==> config.mk <==
export PLATFORM = sky130hd
export DESIGN_NAME = win_fetch_agen
export DESIGN_NICKNAME = d
export VERILOG_FILES = /design/src/rtl/win_fetch_pkg.sv /design/src/rtl/win_fetch_cfg.sv /design/src/rtl/win_fetch_walker.sv /design/src/rtl/win_fetch_swap.sv /design/src/rtl/win_fetch_agen.sv
export SDC_FILE = /design/constraint.sdc
export NUM_CORES = 1
export LEC_CHECK = 0
export ABC_AREA = 1
export BUFFER_PORTS_ARGS = -buffer_cell sky130_fd_sc_hd__buf_4
export CAP_MARGIN = 20
export CORE_UTILIZATION = 59
export CTS_BUF_LIST = sky130_fd_sc_hd__clkbuf_2 sky130_fd_sc_hd__clkbuf_4 sky130_fd_sc_hd__clkbuf_8
export CTS_CLUSTER_DIAMETER = 150
export DETAILED_ROUTE_END_ITERATION = 8
export HOLD_SLACK_MARGIN = 0.12
export PLACE_DENSITY_LB_ADDON = 0.05
export RECOVER_POWER = 100
export SYNTH_ARGS = -nofsm -noshare
export SYNTH_HDL_FRONTEND = slang
export SYNTH_SLANG_ARGS = --single-unit
export TNS_END_PERCENT = 10
==> constraint.sdc <==
create_clock -name clk_i -period 15.59 [get_ports clk_i]
set_input_delay 2.3385 -clock clk_i [delete_from_list [all_inputs] [get_ports clk_i]]
set_output_delay 2.3385 -clock clk_i [all_outputs]
set_load 0.05 [all_outputs]
==> src/rtl/win_fetch_pkg.sv <==
package win_fetch_pkg;
  typedef enum logic [2:0] {
    FMT_PAL8  = 3'd0,
    FMT_X1555 = 3'd1,
    FMT_R565  = 3'd2,
    FMT_X888  = 3'd3,
    FMT_A888  = 3'd4
  } pix_fmt_e;

  typedef enum logic [1:0] {
    SWP_BYTE = 2'd0,
    SWP_HALF = 2'd1,
    SWP_WORD = 2'd2
  } swap_e;

  localparam int unsigned WORD_BYTES = 4;

  function automatic swap_e fmt_swap(input logic [2:0] f);
    case (f)
      FMT_PAL8:            return SWP_BYTE;
      FMT_X1555, FMT_R565: return SWP_HALF;
      default:             return SWP_WORD;
    endcase
  endfunction

  function automatic logic fmt_short_burst(input logic [2:0] f);
    return f == FMT_PAL8;
  endfunction
endpackage

==> src/rtl/win_fetch_cfg.sv <==
module win_fetch_cfg
  import win_fetch_pkg::*;
#(
  parameter int unsigned AW = 32,
  parameter int unsigned LW = 16,
  parameter int unsigned SHORT_WORDS = 8,
  parameter int unsigned LONG_WORDS = 16
) (
  input  logic          clk_i,
  input  logic          rst_ni,
  input  logic          load_i,
  input  logic [AW-1:0] end_i,
  input  logic [LW-1:0] pw_i,
  input  logic [LW-1:0] skip_i,
  input  logic [2:0]    fmt_i,
  output logic [AW-1:0] end_o,
  output logic [LW-1:0] pw_o,
  output logic [LW-1:0] skip_o,
  output logic [LW-1:0] burst_o,
  output swap_e         swap_o
);
  localparam logic [LW-1:0] SHORT_BYTES = LW'(SHORT_WORDS * WORD_BYTES);
  localparam logic [LW-1:0] LONG_BYTES  = LW'(LONG_WORDS * WORD_BYTES);

  always_ff @(posedge clk_i or negedge rst_ni) begin
    if (!rst_ni) begin
      end_o   <= '0;
      pw_o    <= '0;
      skip_o  <= '0;
      burst_o <= LONG_BYTES;
      swap_o  <= SWP_WORD;
    end else if (load_i) begin
      end_o   <= end_i;
      pw_o    <= pw_i;
      skip_o  <= skip_i;
      burst_o <= fmt_short_burst(fmt_i) ? SHORT_BYTES : LONG_BYTES;
      swap_o  <= fmt_swap(fmt_i);
    end
  end

  // captured values move only on a frame start
  a_r8_cfg_hold: assert property (@(posedge clk_i) disable iff (!rst_ni)
    !load_i |=> ($stable(end_o) && $stable(pw_o) && $stable(skip_o) &&
                 $stable(burst_o) && $stable(swap_o)));
endmodule

==> src/rtl/win_fetch_walker.sv <==
module win_fetch_walker #(
  parameter int unsigned AW = 32,
  parameter int unsigned LW = 16
) (
  input  logic          clk_i,
  input  logic          rst_ni,
  input  logic          frame_start_i,
  input  logic [AW-1:0] start_i,
  input  logic [AW-1:0] end_i,
  input  logic [LW-1:0] pw_i,
  input  logic [AW-1:0] lat_end_i,
  input  logic [LW-1:0] lat_pw_i,
  input  logic [LW-1:0] lat_skip_i,
  input  logic [LW-1:0] burst_i,
  input  logic          ready_i,
  output logic          valid_o,
  output logic [AW-1:0] addr_o,
  output logic [LW-1:0] len_o,
  output logic          done_o
);
  logic [AW-1:0] cur_q;
  logic [LW-1:0] left_q;
  logic          active_q, done_q;
  logic          line_end;
  logic [AW-1:0] nxt;
  logic          start_ok;

  assign len_o    = (left_q < burst_i) ? left_q : burst_i;
  assign line_end = (len_o == left_q);
  assign nxt      = cur_q + AW'(len_o) + (line_end ? AW'(lat_skip_i) : '0);
  assign start_ok = (pw_i != '0) && (start_i < end_i);

  always_ff @(posedge clk_i or negedge rst_ni) begin
    if (!rst_ni) begin
      cur_q    <= '0;
      left_q   <= '0;
      active_q <= 1'b0;
      done_q   <= 1'b0;
    end else if (frame_start_i) begin
      cur_q    <= start_i;
      left_q   <= pw_i;
      active_q <= start_ok;
      done_q   <= !start_ok;
    end else if (active_q && ready_i) begin
      cur_q  <= nxt;
      left_q <= line_end ? lat_pw_i : left_q - len_o;
      if (nxt >= lat_end_i) begin
        active_q <= 1'b0;
        done_q   <= 1'b1;
      end
    end
  end

  assign valid_o = active_q;
  assign addr_o  = cur_q;
  assign done_o  = done_q;

  // an unaccepted request holds
  a_r2_hold: assert property (@(posedge clk_i) disable iff (!rst_ni)
    (valid_o && !ready_i && !frame_start_i) |=>
      (valid_o && $stable(addr_o) && $stable(len_o)));
  // never empty, never past the line or the burst size
  a_r3_len_bound: assert property (@(posedge clk_i) disable iff (!rst_ni)
    valid_o |-> (len_o != '0 && len_o <= burst_i && len_o <= left_q));
  // a finished frame issues nothing
  a_r5_done_quiet: assert property (@(posedge clk_i) disable iff (!rst_ni)
    done_o |-> !valid_o);
  // a frame start always restarts at the start address
  a_r9_restart: assert property (@(posedge clk_i) disable iff (!rst_ni)
    (frame_start_i && start_ok) |=> (valid_o && addr_o == $past(start_i)));
endmodule

==> src/rtl/win_fetch_swap.sv <==
module win_fetch_swap
  import win_fetch_pkg::*;
#(
  parameter int unsigned DW = 64
) (
  input  swap_e         mode_i,
  input  logic [DW-1:0] data_i,
  output logic [DW-1:0] data_o
);
  localparam int unsigned NB = DW / 8;
  localparam int unsigned NH = DW / 16;
  localparam int unsigned NW = DW / 32;

  logic [DW-1:0] by_byte, by_half, by_word;

  for (genvar i = 0; i < NB; i++) begin : g_byte
    assign by_byte[i*8 +: 8] = data_i[(NB-1-i)*8 +: 8];
  end
  for (genvar i = 0; i < NH; i++) begin : g_half
    assign by_half[i*16 +: 16] = data_i[(NH-1-i)*16 +: 16];
  end
  for (genvar i = 0; i < NW; i++) begin : g_word
    assign by_word[i*32 +: 32] = data_i[(NW-1-i)*32 +: 32];
  end

  always_comb begin
    case (mode_i)
      SWP_BYTE: data_o = by_byte;
      SWP_HALF: data_o = by_half;
      default:  data_o = by_word;
    endcase
  end

  // a lane permutation keeps every bit
  always_comb begin
    a_r7_perm: assert ($countones(data_o) == $countones(data_i));
  end
endmodule

==> src/rtl/win_fetch_agen.sv <==
module win_fetch_agen
  import win_fetch_pkg::*;
#(
  parameter int unsigned AW = 32,
  parameter int unsigned LW = 16,
  parameter int unsigned DW = 64,
  parameter int unsigned SHORT_WORDS = 8,
  parameter int unsigned LONG_WORDS = 16
) (
  input  logic          clk_i,
  input  logic          rst_ni,
  input  logic          frame_start_i,
  input  logic [AW-1:0] cfg_start_addr_i,
  input  logic [AW-1:0] cfg_end_addr_i,
  input  logic [LW-1:0] cfg_page_width_i,
  input  logic [LW-1:0] cfg_line_skip_i,
  input  logic [2:0]    cfg_fmt_i,
  output logic          req_valid_o,
  input  logic          req_ready_i,
  output logic [AW-1:0] req_addr_o,
  output logic [LW-1:0] req_len_o,
  output logic          frame_done_o,
  input  logic [DW-1:0] rdata_i,
  output logic [DW-1:0] rdata_o
);
  logic [AW-1:0] lat_end;
  logic [LW-1:0] lat_pw, lat_skip, burst;
  swap_e         swap;

  win_fetch_cfg #(
    .AW(AW), .LW(LW), .SHORT_WORDS(SHORT_WORDS), .LONG_WORDS(LONG_WORDS)
  ) u_cfg (
    .clk_i   (clk_i),
    .rst_ni  (rst_ni),
    .load_i  (frame_start_i),
    .end_i   (cfg_end_addr_i),
    .pw_i    (cfg_page_width_i),
    .skip_i  (cfg_line_skip_i),
    .fmt_i   (cfg_fmt_i),
    .end_o   (lat_end),
    .pw_o    (lat_pw),
    .skip_o  (lat_skip),
    .burst_o (burst),
    .swap_o  (swap)
  );

  win_fetch_walker #(.AW(AW), .LW(LW)) u_walk (
    .clk_i         (clk_i),
    .rst_ni        (rst_ni),
    .frame_start_i (frame_start_i),
    .start_i       (cfg_start_addr_i),
    .end_i         (cfg_end_addr_i),
    .pw_i          (cfg_page_width_i),
    .lat_end_i     (lat_end),
    .lat_pw_i      (lat_pw),
    .lat_skip_i    (lat_skip),
    .burst_i       (burst),
    .ready_i       (req_ready_i),
    .valid_o       (req_valid_o),
    .addr_o        (req_addr_o),
    .len_o         (req_len_o),
    .done_o        (frame_done_o)
  );

  win_fetch_swap #(.DW(DW)) u_swap (
    .mode_i (swap),
    .data_i (rdata_i),
    .data_o (rdata_o)
  );

  // idle out of reset
  a_r1_reset_idle: assert property (@(posedge clk_i)
    !rst_ni |=> (!req_valid_o && !frame_done_o));
endmodule

# After elaboration in Yosys (flattened, before gate mapping)
# Cells that the tools add are included.
# Widths: inputs -> output; s select.
word_totals:
  rom_bits: 0
  register_bits: 132
  wordCells: 45
  in_bits: 167
  output_inout_bits: 114
  latch_bits: 0
  memories: 0
  mem_bits_rw: 0
classes:
  n_mul: 0
  add_sub_neg: 3
  mux: 16
  n_bitwise: 0
  n_lt_le_gt_ge: 3
  eq_ne: 4
  div: 0
  shift: 0
  reduce_logical: 10
op_table:
  columns: ["cell", "n"]
  rows:
  - ["$pmux 64 s2", 1]
  - ["$mux 16", 5]
  - ["$mux 32", 2]
  - ["$add 32x16->32", 1]
  - ["$add 32x32->32", 1]
  - ["$ge 32x32->1", 1]
  - ["$lt 32x32->1", 1]
  - ["$eq 16x16->1", 1]
  - ["$lt 16x16->1", 1]
  - ["$reduce_bool 16->1", 1]
  - ["$sub 16x16->16", 1]
  - ["$mux 7", 1]
  - ["$mux 1", 6]
  - ["$pmux 2 s2", 1]
  - ["$reduce_bool 2->1", 2]
  - ["$eq 3x1->1 const B", 1]
  - ["$eq 3x2->1 const B", 1]
  - ["$logic_not 3->1", 1]
  - ["$eq 2x1->1 const B", 1]
  - ["$logic_and 1x1->1", 2]
  - ["$logic_not 2->1", 1]
  - ["$reduce_and 2->1", 1]
  - ["$reduce_or 2->1", 1]
  - ["$logic_not 1->1", 1]

# Depth between registers and ports, before layout
logic_depth:
  word_depth: 9
  ltp_mapped: 44
  mapped_depth_nobuf: 42

# By module
# From an unflattened synthesis, not the netlist that was laid out.
unflattened:
  cells_unflattened: 1731
  area_unflattened_um2: 11492.3
modules_own_cells:
  columns: ["mod", "area_each_um2", "cells_each", "instances", "seq_area_each_um2"]
  rows:
  - ["win_fetch_walker", 7384.6, 1137, 1, 1251.2]
  - ["win_fetch_cfg", 2727.6, 310, 1, 1704.1]
  - ["win_fetch_swap", 1380.1, 284, 1, 0.0]

# Least setup slack after synthesis
# OpenSTA, ideal clock, no wires.
synth_timing:
  path_type: "reg-to-reg"
  startpoint: "register u_cfg.burst_o[6]"
  endpoint: "register u_walk.active_q (netlist: u_walk.valid_o)"
  setup_slack_ns: 8.447
  t_required_ns: 15.471
  synth_period_minus_slack_ns: 7.143
  n_path_buf: 2
  t_arrival_ns: 7.024
  setup_time_ns: 0.119
  stages_incl_launch_ff: 39
  path_cell_list: "dfstp_2 inv_1 ha_1 a21oi_1 nand2_2 clkbuf_1 o21ai_0 inv_1 ha_1 inv_1 nor2_1 nand3_2 nor2_4 nand2_4 clkinv_2 buf_2 nand2_1 fa_1 [... 3 more ...] nand3_1 nand3_1 a21oi_1 o21ai_1 a21o_1 nand2_1 nand2_1 and2_1 ha_1 nand2_1 nor3_1 nand3_1 nor2_1 nand4_1 nand4_1 nand2_1 nand2_1 nand2_1"
synth_via:
  elab_chain_cells: 8
  word_cells_on_any_way: 9
  cone_classes: "add/sub: 2; order compare: 2; eq/ne: 1; mux: 2; reduce/logical: 2"
synth_lines:
  columns: ["item", "line", "source"]
  rows:
  - ["start, declared", "win_fetch_cfg.sv:19", "output logic [LW-1:0] burst_o,"]
  - ["start signal, assigned", "win_fetch_cfg.sv:36", "burst_o <= fmt_short_burst(fmt_i) ? SHORT_BYTES : LONG_BYTES;"]
  - ["$lt 16x16->1", "win_fetch_walker.sv:28", "assign len_o = (left_q < burst_i) ? left_q : burst_i;"]
  - ["$mux 16 *", "win_fetch_walker.sv:28", null]
  - ["net req_len_o[6]", "win_fetch_agen.sv:21", "output logic [LW-1:0] req_len_o,"]
  - ["parallel branches: the longest is 2 deep, another holds $add 32x16->32", null, null]
  - ["$add 32x32->32 *", "win_fetch_walker.sv:30", "assign nxt = cur_q + AW'(len_o) + (line_end ? AW'(lat_skip_i) : '0);"]
  - ["$ge 32x32->1 *", "win_fetch_walker.sv:47", "if (nxt >= lat_end_i) begin"]
  - ["$reduce_bool 2->1 (no source line) *", null, null]
  - ["$reduce_and 2->1 (no source line) *", null, null]
  - ["end signal, assigned", "win_fetch_walker.sv:42", "active_q <= start_ok;"]
  - ["end, declared", "win_fetch_walker.sv:23", "logic active_q, done_q;"]
# Mark *: on every way through the listed nets, which the timed path passes.
# A chain may end at the register's enable or synchronous reset.

# Worst setup path after layout
layout_timing:
  startpoint: "register u_cfg.burst_o[6]"
  endpoint: "register u_walk.done_q (netlist: u_walk.done_o)"
layout_via:
  elab_chain_cells: 8
  word_cells_on_any_way: 9
  cone_classes: "add/sub: 2; order compare: 2; eq/ne: 1; mux: 2; reduce/logical: 2"
layout_lines:
  columns: ["item", "line", "source"]
  rows:
  - ["$lt 16x16->1", "win_fetch_walker.sv:28", null]
  - ["$mux 16 *", "win_fetch_walker.sv:28", null]
  - ["parallel branches: the longest is 2 deep, another holds $add 32x16->32", null, null]
  - ["$add 32x32->32 *", "win_fetch_walker.sv:30", null]
  - ["$ge 32x32->1 *", "win_fetch_walker.sv:47", null]
  - ["$reduce_bool 2->1 (no source line) *", null, null]
  - ["$reduce_and 2->1 (no source line) *", null, null]
  - ["end signal, assigned", "win_fetch_walker.sv:43", "done_q <= !start_ok;"]
  - ["end, declared", "win_fetch_walker.sv:23", null]
# Mark *: on every way between the ends.

==> summary.txt <==
Status
  • Status: finished, violations left
  • Failing checks: capacitance limit, slew limit

Synth
  • Warnings from Yosys: 0
  • Adder-cell share of the synthesized area: 0.135
  • Predominant post-synthesis flop cell: dfrtp_1
  • Synth Area in Simple Gates: 0.260
  • Synth area leader: dfrtp_1
  • Post-synthesis compound-gate area fraction: 0.162
  • Mapped Avg Cell Area: 6.90 um2
  • Asr flop ratio synth: 1.00
  • EDFF count, synth: 0
  • Largest family of logic cells by synthesized area: simple AND/OR/NAND/NOR gates
  • Count leader, synth: nand2_1
  • Seq/Total Area, Yosys: 0.290
  • Area contributors post-synth: dfrtp_1, nand2_1, ha_1
  • Mapped Cells: 1476
  • Mux share of post-synthesis cell area: 0
  • XOR/XNOR Fraction of Synth Area: 0.0198
  • Top cell type's share of synthesized area: 0.285
  • Cell Area, Synth: 10200 um2
  • Synth cell types: 51
  • Synth Register Bits: 118
  • Most common library cells after synthesis: nand2_1, inv_1, dfrtp_1

GRT
  • Initial antenna violation count: 1
  • Vias in the first global route: 10691
  • Largest net degree at the start of global routing: 92
  • GRT Overall Usage: 0.365
  • First-pass GRT wire length: 51100 um
  • Total congestion overflow: 0

Job
  • Max_cap viols: 6

STA
  • Slew HR: -1.50
  • Max Fclk: 113 MHz
  • WHS: 474 ps
  • Slew Limit Fails: 365
  • Final hold vios: 0
  • RSZ-0062 raised after global routing: false
  • Period utilization: 0.566
  • # setup viols final: 0
  • Tightest Pin Transition: 3750 ps
  • Setup TNS Final: 0 ps
  • Final Skew: 15.3 ps
  • Tmin final: 8820 ps

Finish
  • Area growth syn-to-layout: 20.9%
  • Total Nets Final: 1997
  • Ant diodes: 0
  • Utilization after layout: 0.738
  • Share of cells above drive strength 1: 0.130
  • FILL cells: 1497

Drt
  • Drt pass-1 iters: 5
  • Remaining DRCs: 0
  • Routed WL: 31700 um
  • Iter 0 DRT Violations: 795
  • Drt via density: 5.55
  • Total number of vias: 10895
  • DRT antenna net count: 0
  • Avg WL per Cell: 16.2 um

Die
  • Initial core utilization: 0.610
  • I/O pins: 281
  • Die width: 133 um
  • Die area: 17800 um2
  • Row cnt: 47
  • Die Span Y: 133 um
  • Core area: 16700 um2

Clocking
  • Post-CTS sizing: 0
  • Cts bufs inserted: 17
  • Clk sinks: 118
  • Hold_buf cts: 0
  • Clk buf depth: 2
  • Htree depth: 4
  • Root Driver: clkbuf_8
  • Reg clk slew, reported paths: 80 ps
  • Post-CTS setup buffers: 0
  • Clock Latency Late Sink: 460 ps
  • TritonCTS clock tree: built

Critical path
  • Crit-path slowest cell: clkinvlp_2
  • Startpoint Class: register
  • Critical path type: reg -> reg
  • CP top delay family: simple AND/OR/NAND/NOR gates
  • Worst setup EP type: register
  • Most used cell, CP: nand2_1
  • WP data required: 15940 ps
  • Maximum fanout along the worst path: 25
  • WP data arrival: 9170 ps
  • Bufs and invs on worst path: 5
  • Max incr delay on CP: 1290 ps

Placement
  • Post-DP HPWL: 24500 um
  • Port-buffer cells: 271
  • RePlAce Congestion: 0.964

Power and ir drop
  • Leak: 0.00655 uW
  • Net switching power: 584 uW
  • Max VDD drop: 0.0846 mV
  • PD cells: 102 nW/um2
  • Clk pwr share: 0.229
  • Sw frac: 0.466
  • P_int: 670 uW
  • Flop pwr share: 0.301
  • Combinational power share: 0.470

Min path
  • HP Class: reg -> reg
## metal layers
layer  vias to the layer above  share of wire  global-route usage
li1                       5246              -                   -
met1                      5119           0.41               0.449
met2                       434           0.49               0.625
met3                        94          0.067              0.0723
met4                         2          0.035               0.149
met5                         -        0.00047                   0
## tightest hold or removal path, cell delays in order (launching register included)
cell and delay [ps]:
dfrtp_1 350, nand2_1 50, nand2_1 40
## through the flow
step,cells,power [uW],setup WS (ps),cell area [um2]
after global placement,1931,981,8820,12400
after detailed placement,1931,993,8550,12400
after CTS,1962,1280,8500,12700
after floorplan,1493,797,8450,10300
after global routing,1962,1330,5850,12300
final,1962,1250,6770,12300
## layout by cell type, fill, tap and decap left out, types with 32 or more instances in the layout
cell	instances
dfrtp_1	116
o221ai_1	32
nand3_1	94
nand2_1	411
inv_1	276
a21oi_1	46
o21ai_0	99
o211ai_1	33
nor2_1	62
ha_1	83
buf_4	170
clkbuf_1	110
## cell families (layout without fill, tap and decap cells)
kind of cell / count (synthesis) / count (layout)
flip-flops: 118 / 118
AND/OR/NAND/NOR: 628 / 628
XOR/XNOR: 23 / 23
adder cells (fa/ha/maj): 100 / 100
AO/OA/AOI/OAI: 262 / 262
buffers and inverters: 343 / 592
other: 2 / 19
## final timing paths
| check | from | to | slack, ps | depth (start not counted) |
|---|---|---|---|---|
| worst max register to register | u_cfg.burst_o[6]$_DFFE_PN1P_ | u_walk.done_o$_DFFE_PN0P_ | 6770 | 38 |
| worst max-delay path | u_cfg.burst_o[6]$_DFFE_PN1P_ | u_walk.done_o$_DFFE_PN0P_ | 6770 | 38 |
| worst min register to register | u_cfg.skip_o[6]$_DFFE_PN0P_ | u_cfg.skip_o[6]$_DFFE_PN0P_ | 470 | 2 |
| worst min-delay path | u_cfg.skip_o[6]$_DFFE_PN0P_ | u_cfg.skip_o[6]$_DFFE_PN0P_ | 470 | 2 |
| min in group asynchronous | rst_ni | u_cfg.end_o[1]$_DFFE_PN0P_ | 2660 | 1 |
| max in group asynchronous | rst_ni | u_cfg.end_o[25]$_DFFE_PN0P_ | 8340 | 2 |
## flip-flops by register name, indices dropped and copies added (netlist names), 2 cells and up
register / flops
u_cfg.burst_o: 2
u_cfg.end_o: 32
u_cfg.pw_o: 16
u_cfg.skip_o: 16
u_cfg.swap_o: 2
u_walk.addr_o: 32
u_walk.left_q: 16
## power groups by stage
stage          Clock [uW]  Sequential, uW  Combinational (uW)
3_3_place_gp            0             382                 599
2_1_floorplan           0             423                 374
5_1_grt               300             382                 648
4_1_cts               289             377                 616
3_5_place_dp            0             382                 611
6_report              287             378                 589
## final cells by class
type,count,area (um2),share of cell area
Clock inverter,11,128,0.0104
Tap cell,220,275,0.0223
Clock buffer,20,269,0.0218
Timing Repair Buffer,280,1690,0.137
Multi-Input combinational cell,1032,5950,0.483
Sequential cell,118,2960,0.240
Inverter,281,1060,0.0857
No activity file was read; power rests on OpenSTA's default activity.
